[src/rtl/opmode_pkg.sv]
package opmode_pkg;
  typedef enum logic [1:0] {
    MODE_REAL = 2'd0,
    MODE_PROT = 2'd1,
    MODE_V86  = 2'd2,
    MODE_SMM  = 2'd3
  } op_mode_t;

  typedef enum logic [1:0] {
    PH_RUN     = 2'd0,
    PH_SAVE    = 2'd1,
    PH_RESTORE = 2'd2
  } op_phase_t;
endpackage

[src/rtl/opmode_entry.sv]
module opmode_entry #(
  parameter int               ADDR_W      = 32,
  parameter logic [ADDR_W-1:0] BASE_RESET = 'h30000,
  parameter logic [ADDR_W-1:0] HANDLER_OFS = 'h8000
) (
  input  logic              clk,
  input  logic              rst_n,
  input  logic              load_en,
  input  logic [ADDR_W-1:0] load_val,
  output logic [ADDR_W-1:0] entry_addr
);
  logic [ADDR_W-1:0] base_q;
  logic [ADDR_W-1:0] base_d;

  always_comb begin
    base_d = base_q;
    if (load_en) base_d = load_val;
  end

  always_ff @(posedge clk or negedge rst_n) begin
    if (!rst_n) base_q <= BASE_RESET;
    else        base_q <= base_d;
  end

  assign entry_addr = base_q + HANDLER_OFS;
endmodule

[src/rtl/opmode_fsm.sv]
module opmode_fsm
  import opmode_pkg::*;
(
  input  logic     clk,
  input  logic     rst_n,
  input  logic     smi_req,
  input  logic     rsm_strobe,
  input  logic     pe_bit,
  input  logic     vm_bit,
  input  logic     int_entry,
  output op_mode_t mode,
  output op_mode_t ret_mode,
  output logic     save_pulse,
  output logic     restore_pulse,
  output logic     illegal_rsm
);
  op_mode_t  mode_q, mode_d, ret_q, ret_d;
  op_phase_t ph_q, ph_d;
  logic      pend_q, pend_d;
  logic      ill_q, ill_d;

  always_comb begin
    mode_d = mode_q;
    ret_d  = ret_q;
    ph_d   = ph_q;
    pend_d = pend_q;
    ill_d  = ill_q;
    unique case (ph_q)
      PH_SAVE: begin
        mode_d = MODE_SMM;
        ph_d   = PH_RUN;
      end
      PH_RESTORE: begin
        mode_d = ret_q;
        ph_d   = PH_RUN;
        if (smi_req) pend_d = 1'b1;
      end
      default: begin
        if (mode_q == MODE_SMM) begin
          if (smi_req)    pend_d = 1'b1;
          if (rsm_strobe) ph_d   = PH_RESTORE;
        end else begin
          if (rsm_strobe) ill_d = 1'b1;
          if (smi_req || pend_q) begin
            ph_d   = PH_SAVE;
            ret_d  = mode_q;
            pend_d = 1'b0;
          end else begin
            unique case (mode_q)
              MODE_REAL: if (pe_bit) mode_d = MODE_PROT;
              MODE_PROT: begin
                if (!pe_bit)     mode_d = MODE_REAL;
                else if (vm_bit) mode_d = MODE_V86;
              end
              MODE_V86: if (!vm_bit || int_entry) mode_d = MODE_PROT;
              default: mode_d = mode_q;
            endcase
          end
        end
      end
    endcase
  end

  always_ff @(posedge clk or negedge rst_n) begin
    if (!rst_n) begin
      mode_q <= MODE_REAL;
      ret_q  <= MODE_REAL;
      ph_q   <= PH_RUN;
      pend_q <= 1'b0;
      ill_q  <= 1'b0;
    end else begin
      mode_q <= mode_d;
      ret_q  <= ret_d;
      ph_q   <= ph_d;
      pend_q <= pend_d;
      ill_q  <= ill_d;
    end
  end

  assign mode          = mode_q;
  assign ret_mode      = ret_q;
  assign save_pulse    = (ph_q == PH_SAVE);
  assign restore_pulse = (ph_q == PH_RESTORE);
  assign illegal_rsm   = ill_q;
endmodule

[src/rtl/opmode_seq.sv]
module opmode_seq
  import opmode_pkg::*;
#(
  parameter int               ADDR_W      = 32,
  parameter logic [ADDR_W-1:0] BASE_RESET = 'h30000,
  parameter logic [ADDR_W-1:0] HANDLER_OFS = 'h8000,
  parameter int               SYNC_STAGES = 2
) (
  input  logic              clk,
  input  logic              rst_n,
  input  logic              smi_req,
  input  logic              rsm_strobe,
  input  logic              pe_bit,
  input  logic              vm_bit,
  input  logic              int_entry,
  input  logic [ADDR_W-1:0] base_restore_val,
  output logic [1:0]        mode_o,
  output logic [1:0]        ret_mode_o,
  output logic              save_pulse_o,
  output logic              restore_pulse_o,
  output logic [ADDR_W-1:0] entry_addr_o,
  output logic              illegal_rsm_o
);
  logic [SYNC_STAGES-1:0] rst_sync_q;
  logic                   rst_int_n;
  op_mode_t               mode_w, ret_w;
  logic                   restore_w;

  always_ff @(posedge clk or negedge rst_n) begin
    if (!rst_n) rst_sync_q <= '0;
    else        rst_sync_q <= {rst_sync_q[SYNC_STAGES-2:0], 1'b1};
  end
  assign rst_int_n = rst_sync_q[SYNC_STAGES-1];

  opmode_fsm u_fsm (
    .clk           (clk),
    .rst_n         (rst_int_n),
    .smi_req       (smi_req),
    .rsm_strobe    (rsm_strobe),
    .pe_bit        (pe_bit),
    .vm_bit        (vm_bit),
    .int_entry     (int_entry),
    .mode          (mode_w),
    .ret_mode      (ret_w),
    .save_pulse    (save_pulse_o),
    .restore_pulse (restore_w),
    .illegal_rsm   (illegal_rsm_o)
  );

  opmode_entry #(
    .ADDR_W      (ADDR_W),
    .BASE_RESET  (BASE_RESET),
    .HANDLER_OFS (HANDLER_OFS)
  ) u_entry (
    .clk        (clk),
    .rst_n      (rst_int_n),
    .load_en    (restore_w),
    .load_val   (base_restore_val),
    .entry_addr (entry_addr_o)
  );

  assign mode_o          = mode_w;
  assign ret_mode_o      = ret_w;
  assign restore_pulse_o = restore_w;
endmodule

[config.mk]
export PLATFORM = sky130hd
export DESIGN_NAME = opmode_seq
export DESIGN_NICKNAME = d
export VERILOG_FILES = /design/src/rtl/opmode_pkg.sv /design/src/rtl/opmode_entry.sv /design/src/rtl/opmode_fsm.sv /design/src/rtl/opmode_seq.sv
export SDC_FILE = /design/constraint.sdc
export NUM_CORES = 1
export LEC_CHECK = 0
export BUFFER_PORTS_ARGS = -buffer_cell sky130_fd_sc_hd__buf_2
export CAP_MARGIN = 30
export CORE_ASPECT_RATIO = 0.9
export CORE_UTILIZATION = 49
export CTS_CLUSTER_SIZE = 25
export DETAILED_ROUTE_END_ITERATION = 10
export PLACE_DENSITY = 0.79
export REMOVE_ABC_BUFFERS = 1
export SETUP_SLACK_MARGIN = 0.02
export SLEW_MARGIN = 20
export SYNTH_ARGS = -nofsm -noshare
export SYNTH_HDL_FRONTEND = slang
export SYNTH_HIERARCHICAL = 1
export SYNTH_SLANG_ARGS = --single-unit
[constraint.sdc]
create_clock -name clk -period 2.15 [get_ports clk]
set_input_delay 0.3225 -clock clk [delete_from_list [all_inputs] [get_ports clk]]
set_output_delay 0.3225 -clock clk [all_outputs]
set_load 0.05 [all_outputs]
==> results of run 1 <==
[registers in the layout, indices dropped and copies added (netlist names)]
register	count
u_fsm/illegal_rsm	1
u_fsm/ret_mode	2
u_fsm/mode	2
u_entry/base_q	32
u_fsm/pend_q	1
rst_sync_q	2
u_fsm/ph_q	2
[cell families (layout without fill, tap and decap cells)]
family          count (synthesis)  after routing
xor+xnor                       15             15
mux                            33             33
other cells                     1              1
simple gates                   39             39
buf+inv                        29            102
compound gates                 16             16
fa+ha+maj                       7              7
flops                          42             42
[timing repair]
| item | 4_1_cts | 5_1_grt |
|---|---|---|
| setup endpoints to repair | 8 | 9 |
| endpoints found under the hold margin | 2 | 0 |
| resized for setup | 12 | 15 |
| setup buffers | 2 | 4 |
| cloned | 0 | 0 |
| hold buffers | 1 | 0 |
| pin swaps | 3 | 6 |
[synth_stat cells, drive strengths merged]
cell type   n  area share [%]
o21ai       6             1.4
dfstp       2             2.4
ha          7             4.0
nor4        4             2.3
nor3b       1            0.35
o32a        1            0.46
nand2      10             1.7
a21boi      2            0.69
a22o        1            0.40
nand4       5             2.0
a21oi       2            0.46
nor3        5             1.2
buf        20             6.5
xor2       11             4.4
xnor2       4             1.6
a211oi      2            0.69
mux2       33              17
inv         8             1.4
and2        1            0.29
nor2b       1            0.29
nor2        6             1.0
a31o        1            0.40
conb        1            0.17
clkbuf      1            0.17
nand3       5             1.4
dfrtp      40              46
nand3b      1            0.35
a211o       1            0.40
[worst max path at each step]
stage	end	startpoint
finish	entry_addr_o[31]	u_entry/base_q[16]
global route	entry_addr_o[31]	u_entry/base_q[16]
CTS	entry_addr_o[27]	u_entry/base_q[16]
detailed placement	entry_addr_o[29]	u_entry/base_q[16]
global placement	entry_addr_o[31]	u_entry/base_q[16]
floorplan	u_fsm/mode[0]	u_fsm/ph_q[0]
[layout make-up]
type / instances / area (µm²) / area share [%]
flip-flops and latches: 42 / 1050 / 37.8
clock buffers: 8 / 110 / 3.95
multi-input cells: 111 / 1020 / 36.5
inverters: 8 / 30.0 / 1.08
well taps: 60 / 75.1 / 2.69
repair buffers: 86 / 499 / 17.9
[layer usage]
layer / up-vias / wire, µm / GRT usage [%]
li1: 756 / - / -
met2: 49 / 2230 / 32.8
met5: - / 0 / 0
met1: 746 / 1830 / 24.0
met4: 0 / 34 / 5.88
met3: 3 / 214 / 4.14
[metrics by stage]
step | utilization [%] | instances
detailed placement | 60.6 | 300
global route | 67.1 | 315
global placement | 60.6 | 300
finish | 67.1 | 315
floorplan | - | 161
CTS | 65.0 | 311
==> metrics.md, run 1 <==
| Metric | Value |
|---|---|
| F_max | `463 MHz` |
| Endpoint class of the critical path | `primary output` |
| Startpoint Class | `flop` |
| GPL Wtd Cong | `0.808` |
| Critical Path Max Stage Delay | `0.57 ns` |
| GRT Total Usage | `19.1%` |
| Initial drt markers | `61` |
| WP data required | `1.83 ns` |
| Die Wd | `72.2 µm` |
| Final ANT Viol Nets | `0` |
| Hold Vio Cnt, Final | `0` |
| Die height | `65.2 µm` |
| CP bufs+invs | `2` |
| Pin count of the biggest net entering global routing | `41` |
| Pre-CTS WS | `0.0973 ns` |
| Worst path top cell family by delay | `flip-flops` |
| First-pass GRT wire length | `6970 µm` |
| Synth Area in Compound Gates | `4.90%` |
| Worst Tran Pin Value | `0.843 ns` |
| Fillers | `321` |
| Clock Latency Late Sink | `0.29 ns` |
| Fraction of layout cells with a size suffix above 1 | `47.8%` |
| WL per Instance | `13.7 µm` |
| Total congestion overflow | `0` |
| IO Count | `78` |
| Worst Reg-to-Reg Cells | `6` |
| Mux contribution to synthesized area | `17.5%` |
| Nets | `300` |
| Setup ws final | `-0.00999 ns` |
| Worst Hold End | `u_entry/base_q[12]` |
| Post-synthesis xor/xnor area fraction | `6.05%` |
| Max_slew headroom | `43.8%` |
| Crit path kind | `reg -> out` |
| Sequential fraction of the synthesis area | `48.5%` |
| Final setup fails | `2` |
| RR Endpoint | `u_fsm/mode[0]` |
| Reg2reg setup slack | `0.35 ns` |
| Final wirelength | `4320 µm` |
| Synth warn | `6` |
| DRT Pass-1 Iters | `4` |
| Area overhead of the layout relative to synthesis | `28.3%` |
| Clk root buf | `clkbuf_8` |
| Critical path arrival | `1.84 ns` |
| Largest family of logic cells by synthesized area | `multiplexers` |
| Initial antenna violation count | `0` |
| Status | `complete, but fails checks` |
| ANT cells | `0` |
| Post-DP HPWL | `2930 µm` |
| Min-delay worst type | `in -> reg` |
| Flop and latch count out of synthesis | `42` |
| Commonest non-fill, non-tap cell in the layout | `buf_2` |
| H-Tree Depth | `2` |
| Fin crit share | `100%` |
| CTS Buf Count | `5` |
| Syn Std Cell Area | `2170 µm²` |
| Total number of vias | `1554` |
| Failing checks | `negative setup slack` |
| Vias in the first global route | `1571` |
| Final TNS setup | `-0.0195 ns` |
| Clock Sinks | `42` |
| Start point of the worst hold path | `base_restore_val[12]` |
| Synthesized instance count | `182` |
| Crit-path max FO | `5` |
| Post-layout min period | `2.16 ns` |
| WHS Path Cells | `2` |
| Cell depth of the worst setup path | `6` |
| Num rows | `22` |
| CTS tree | `yes` |
| RSZ-0062 raised after global routing | `yes` |
| Drc violations | `0` |
| Post-Synth Adder-Cell Area | `4.03%` |
| Synth Area in Simple Gates | `10.9%` |
| Clock transition at path regs | `0.07 ns` |
| Final instance area | `2790 µm²` |
| Final Max Slew Viols | `0` |
| Starting utilization of the core area | `52.3%` |
| DIE AREA | `4700 µm²` |
| RR Startpoint | `u_fsm/mode[1]` |
| Clock Path Buffers | `2` |
| Clk_skew | `0.00260 ns` |
| Yosys cell types | `35` |
| Syn_area_per_cell | `11.9 µm²` |
| Slowest cell on crit path | `dfstp_2` |
| Most frequent cells in the layout | `buf_2, dfrtp_1, mux2_1` |
| Max-Cap Viols | `0` |
| Via density | `4.93` |
| IO Port Bufs | `77` |
| Placed instance area | `2520 µm²` |
| WHS | `0.245 ns` |
| Core Box Area | `4160 µm²` |
| Cell chain of the critical path | `ha_4 -> nand4_1 -> buf_6 -> nor4_4 -> xor2_1 -> buf_4` |
Power of run 1 is left out: the tool's default activity adds up to more than one toggle a clock period on the data nets, which glitch-free logic cannot reach.
==> inputs of run 2 (changes only) <==
ABC_AREA = 1   (was default)
CORE_UTILIZATION = 50   (was 49)
PLACE_DENSITY = 0.8   (was 0.79)
==> metrics.md, run 2 <==
| Metric | Value |
|---|---|
| Nets | `368 (+23%)` |
| Post-layout min period | `2.03 ns (-0.129 ns)` |
| Status | `finished clean` |
| WP data required | `1.83 ns (about the same)` |
| Yosys cell types | `26 (-26%)` |
| Finished Layout Cells | `383 (+22%)` |
| Sequential power share | `29.5%` |
| Number of placed instances, taps included | `373 (+24%)` |
| CTS Buf Count | `5 (unchanged)` |
| Area overhead of the layout relative to synthesis | `21.1%` |
| Cell taking the most area after synthesis | `dfrtp_1` |
| IO Count | `78 (unchanged)` |
| Via density | `4.83 (-2.1%)` |
| Final wirelength | `4590 µm (+6.4%)` |
| DRT Pass-1 Iters | `4 (unchanged)` |
| Main flop type after synthesis | `dfrtp_1` |
| Startpoint Class | `flop` |
| Endpoint class of the critical path | `primary output` |
| DIE AREA | `4850 µm² (+3.2%)` |
| Post-synth top area share | `43.7% (-2.4 points)` |
| Pin count of the biggest net entering global routing | `41 (unchanged)` |
| Die Wd | `73.3 µm (+1.6%)` |
| CTS tree | `yes` |
| Max-Cap Viols | `0 (unchanged)` |
| Most common cell on crit path | `nand2_1` |
| Combinational share of power | `59.6%` |
| Commonest non-fill, non-tap cell in the layout | `buf_2` |
| FFs w/ async S/R, synth | `100% (unchanged)` |
| Clk root buf | `clkbuf_8` |
| CP bufs+invs | `2 (unchanged)` |
| Most frequent cells in the layout | `buf_2, nand2_1, dfrtp_1` |
| Clk_skew | `0.00433 ns (+0.00173 ns)` |
| Min-delay worst type | `reg -> async` |
| Final ANT Viol Nets | `0 (unchanged)` |
| F_max | `492 MHz (+6.3%)` |
| Critical Path Max Stage Delay | `0.58 ns (about the same)` |
| Crit path kind | `reg -> out` |
| Die height | `66.2 µm (+1.6%)` |
| Pleak | `0.00145 µW` |
| Power Total | `4860 µW` |
| Max reg flops | `32 (unchanged)` |
| Vias in the first global route | `1653 (+5.2%)` |
| Initial drt markers | `107 (+75%)` |
| RR Startpoint | `u_fsm/ph_q[0]` |
| Post-DP HPWL | `3480 µm (+19%)` |
| Clock Latency Late Sink | `0.30 ns (about the same)` |
| Most common cell in the netlist | `nand2_1` |
| Slowest cell on crit path | `dfstp_2` |
| Clock transition at path regs | `0.08 ns (about the same)` |
| Clock Sinks | `42 (unchanged)` |
| Core Box Area | `4240 µm² (+2.0%)` |
| Internal power | `2200 µW` |
| Total number of vias | `1849 (+19%)` |
| H-Tree Depth | `2 (unchanged)` |
| Initial antenna violation count | `0 (unchanged)` |
| GPL Wtd Cong | `0.827 (+2.4%)` |
| Post-synth top cells | `nand2_1, dfrtp_1, inv_1` |
| Clock Path Buffers | `2 (unchanged)` |
| Syn_area_per_cell | `9.01 µm² (-24%)` |
| Drc violations | `0 (unchanged)` |
| Critical path arrival | `1.71 ns (-0.13 ns)` |
| ANT cells | `0 (unchanged)` |
| Placed instance area | `2610 µm² (+3.7%)` |
| Final instance area | `2770 µm² (-0.49%)` |
| Starting utilization of the core area | `54.0% (+1.8 points)` |
| GRT Total Usage | `20.6% (+1.5 points)` |
| PwrDens | `1750 nW/µm²` |
| Leading post-synthesis cells by cell area | `dfrtp_1, nand2_1, mux2_2` |
| Synth warn | `6 (unchanged)` |
| Crit-path max FO | `6 (+1)` |
| Final setup fails | `0 (-2)` |
| Final TNS setup | `0 ns (+0.0195 ns)` |
| Sequential fraction of the synthesis area | `46.0% (-2.5 points)` |
| WL per Instance | `12.0 µm (-13%)` |
| Worst path top cell family by delay | `flip-flops` |
| Fraction of layout cells with a size suffix above 1 | `39.9% (-7.9 points)` |
| Flop and latch count out of synthesis | `42 (unchanged)` |
| IO Port Bufs | `77 (unchanged)` |
| Post-layout util | `65.4% (-1.6 points)` |
| Crit. Startpoint | `u_entry/base_q[16]` |
| Hold Vio Cnt, Final | `0 (unchanged)` |
| Clk pwr share | `10.9%` |
| Top reg by flops | `u_entry/base_q` |
| RSZ-0062 raised after global routing | `yes` |
| First-pass GRT wire length | `7400 µm (+6.2%)` |
| Final Max Slew Viols | `0 (unchanged)` |
| Num rows | `22 (unchanged)` |
| Synthesized instance count | `254 (+40%)` |
| Fin crit share | `94.5% (-6.0 points)` |
| Post-synth EDFFs | `0 (unchanged)` |
| Syn Std Cell Area | `2290 µm² (+5.4%)` |
| Total congestion overflow | `0 (unchanged)` |
| Net Sw Frac | `54.8%` |
| Cell chain of the critical path | `ha_4 -> nand2_1 -> nor2_2 -> nand2_2 -> inv_1 -> nand2_1 -> nand2_1 -> nand2_1 -> buf_4` |
| Psw | `2660 µW` |
| Peak supply drop | `812 µV` |
==> run 2: changes by cell type after synthesis, moves of 8 or more <==
cell	delta
mux2_2	+9
mux2_1	-21
nand3_1	+8
nand2_1	+49
inv_1	+19
nor2_1	+11
o21ai_0	+9
==> run 2: what timing repair did <==
item	4_1_cts	5_1_grt
buffers inserted	0	0
hold buffers	1	0
setup endpoints to repair	3	7
hold endpoints to repair	2	0
gates resized for setup	3	8
==> run 2: cell families (layout without fill, tap and decap cells) <==
family	count (synthesis)	count (layout)	share of synthesized area [%]
simple gates	105	105	20.7
buf+inv	48	117	11.4
flops	42	42	46.0
compound gates	25	25	5.85
mux	19	19	9.34
fa+ha+maj	7	7	3.82
xor+xnor	7	7	2.68
other cells	1	1	0.164
==> run 2: worst paths after layout <==
check                                     endpoint  slack [ns]  cells after the start
worst max-delay path              entry_addr_o[27]        0.12                      9
worst min-delay path             u_fsm/ret_mode[1]        0.10                      0
worst max register to register   u_entry/base_q[4]        0.48                      4
worst min register to register   u_fsm/ret_mode[1]        0.10                      0
max in group asynchronous        u_entry/base_q[0]        1.62                      1
min in group clk                u_entry/base_q[23]        0.23                      3
==> run 2: worst reg2reg max path: stages (launching register included) <==
cell     delay (ns)
dfrtp_1        0.39
inv_1          0.08
ha_2           0.39
buf_4          0.31
mux2_2         0.37
==> run 2: stage by stage <==
step	setup slack (ns)	hold slack [ns]
after floorplan	-0.274	0.0269
after global placement	0.362	0.108
after detailed placement	0.332	0.109
after CTS	0.0511	0.219
after global routing	-0.0121	0.118
final	0.119	0.105
==> run 2: final cells by class <==
cell class,instances,area [µm²]
well taps,60,75.1
repair buffers,81,452
clock inverters,2,12.5
inverters,28,105
clock buffers,6,82.6
multi-input cells,164,992
fillers,389,1470
flip-flops and latches,42,1050
==> run 2: routing by layer <==
metal | global-route usage [%] | routed length (µm) | vias up
met4 | 9.38 | 83 | 0
met5 | 0 | 0 | -
met3 | 4.42 | 224 | 9
met1 | 25.4 | 2080 | 853
met2 | 34.5 | 2200 | 57
li1 | - | - | 930
==> run 2: power groups by stage <==
stage / combinational (µW) / clock [µW] / sequential, µW
floorplan: 1690 / 0 / 1960
global placement: 2770 / 0 / 1430
detailed placement: 2820 / 0 / 1450
CTS: 2850 / 553 / 1440
global route: 3110 / 588 / 1490
finish: 2890 / 527 / 1440
Power figures use the tool's default switching activity.
==> inputs of run 3 (changes only) <==
RECOVER_POWER = 50   (was default)
SLEW_MARGIN = default   (was 20)
==> metrics.md, run 3 (synthesis results as in run 2) <==
| Metric | Value |
|---|---|
| Status | `complete, but fails checks` |
| Failing checks | `max-capacitance violations, max-slew violations` |
| RR Startpoint | `u_fsm/ph_q[0]` |
| Max-Cap Viols | `1 (+1)` |
| Area overhead of the layout relative to synthesis | `19.6%` |
| Num rows | `22 (unchanged)` |
| ANT cells | `0 (unchanged)` |
| Starting utilization of the core area | `54.0% (unchanged)` |
| Min-delay worst type | `in -> reg` |
| Reg2reg setup slack | `0.49 ns (about the same)` |
| Die height | `66.2 µm (unchanged)` |
| First-pass GRT wire length | `7400 µm (unchanged)` |
| Max_slew headroom | `-4.83%` |
| Drc violations | `0 (unchanged)` |
| Final TNS setup | `0 ns (unchanged)` |
| Worst Tran Pin Value | `1.57 ns` |
| Critical Path End | `entry_addr_o[31]` |
| Nets | `367 (-0.27%)` |
| Crit-path max FO | `6 (unchanged)` |
| Final ANT Viol Nets | `0 (unchanged)` |
| Die Wd | `73.3 µm (unchanged)` |
| Most common cell on crit path | `nand2_1` |
| Final setup fails | `0 (unchanged)` |
| Vias in the first global route | `1653 (unchanged)` |
| Post-layout util | `64.6% (-0.86 points)` |
| Total number of vias | `1855 (+0.32%)` |
| Fin crit share | `93.8% (-0.67 points)` |
| WL per Instance | `12.0 µm (-0.18%)` |
| Endpoint class of the critical path | `primary output` |
| Startpoint Class | `flop` |
| WHS | `0.230 ns (+0.126 ns)` |
| CTS tree | `yes` |
| Clock Sinks | `42 (unchanged)` |
| Commonest non-fill, non-tap cell in the layout | `nand2_1` |
| Via density | `4.86 (+0.59%)` |
| Crit. Startpoint | `u_entry/base_q[16]` |
| Initial drt markers | `116 (+8.4%)` |
| Top reg by flops | `u_entry/base_q` |
| Clock transition at path regs | `0.08 ns (about the same)` |
| Core Box Area | `4240 µm² (unchanged)` |
| Critical Path Max Stage Delay | `0.58 ns (about the same)` |
| DIE AREA | `4850 µm² (unchanged)` |
| Clock Path Buffers | `2 (unchanged)` |
| WP data required | `1.83 ns (about the same)` |
| Most frequent cells in the layout | `nand2_1, buf_2, dfrtp_1` |
| Final Max Slew Viols | `41 (+41)` |
| Post-DP HPWL | `3480 µm (unchanged)` |
| Cell chain of the critical path | `ha_4 -> nand2_1 -> nor2_2 -> nand2_2 -> nor2_1 -> nand2_1 -> nand2_1 -> buf_4` |
| Total congestion overflow | `0 (unchanged)` |
| Slowest cell on crit path | `dfstp_2` |
| Clk_skew | `0.00308 ns (-0.00125 ns)` |
| GPL Wtd Cong | `0.827 (unchanged)` |
| IO Count | `78 (unchanged)` |
| Fraction of layout cells with a size suffix above 1 | `34.8% (-5.2 points)` |
| RR Endpoint | `u_entry/base_q[4]` |
| Post-layout min period | `2.02 ns (-0.0144 ns)` |
| Clock Latency Late Sink | `0.30 ns (about the same)` |
| Critical path arrival | `1.69 ns (-0.02 ns)` |
| Initial antenna violation count | `0 (unchanged)` |
| F_max | `496 MHz (+0.71%)` |
| RSZ-0062 raised after global routing | `yes` |
| CTS Buf Count | `5 (unchanged)` |
| Clk root buf | `clkbuf_8` |
| Final wirelength | `4570 µm (-0.44%)` |
| Worst Reg-to-Reg Cells | `4 (unchanged)` |
| Final instance area | `2740 µm² (-1.3%)` |
| Pin count of the biggest net entering global routing | `41 (unchanged)` |
| GRT Total Usage | `20.6% (unchanged)` |
| Hold Vio Cnt, Final | `0 (unchanged)` |
| H-Tree Depth | `2 (unchanged)` |
| IO Port Bufs | `77 (unchanged)` |
| Crit path kind | `reg -> out` |
| Placed instance area | `2610 µm² (unchanged)` |
| Max reg flops | `32 (unchanged)` |
| DRT Pass-1 Iters | `4 (unchanged)` |
==> run 3: worst max-delay path: cells and delay by family, from the launching register on <==
family	cells	cell delay (ns)
flops	1	0.58
buf+inv	1	0.19
fa+ha+maj	1	0.15
simple gates	6	0.49
==> run 3: layout make-up <==
class,count,area [µm²]
Fill cell,399,1500
Sequential cell,42,1050
Multi-Input combinational cell,164,992
Timing Repair Buffer,80,417
Inverter,28,105
Clock buffer,6,82.6
Tap cell,60,75.1
Clock inverter,2,12.5
==> run 3: how the worst min path moves through the flow <==
| stage | slack [ns] | start | cells past startpoint | endpoint |
|---|---|---|---|---|
| 3_5_place_dp | 0.11 | rst_n | 1 | rst_sync_q[0] |
| 2_1_floorplan | 0.03 | rst_n | 0 | rst_sync_q[0] |
| 5_1_grt | 0.22 | base_restore_val[25] | 3 | u_entry/base_q[25] |
| 3_3_place_gp | 0.11 | rst_n | 1 | rst_sync_q[0] |
| 6_report | 0.23 | base_restore_val[23] | 3 | u_entry/base_q[23] |
| 4_1_cts | 0.22 | base_restore_val[23] | 3 | u_entry/base_q[23] |
==> run 3: per-stage QoR <==
step	worst slack (ns)	cells
after floorplan	-0.274	234
after global placement	0.362	373
after detailed placement	0.332	373
after CTS	0.0511	382
after global routing	-0.00922	382
final	0.133	382
==> run 3: routing by layer <==
layer | routed length, µm | vias up | global-route usage (%)
met1 | 2010 | 861 | 25.4
met4 | 83 | 0 | 9.38
met3 | 255 | 9 | 4.42
li1 | - | 929 | -
met2 | 2220 | 56 | 34.5
met5 | 0 | - | 0
==> run 3: what timing repair did <==
action | in CTS | in global routing
pin swaps | 0 | 1
setup endpoints to repair | 3 | 7
setup buffers | 0 | 0
hold buffers | 1 | 0
resized for setup | 3 | 9
endpoints found under the hold margin | 2 | 0
Power of run 3 is left out for the same reason.
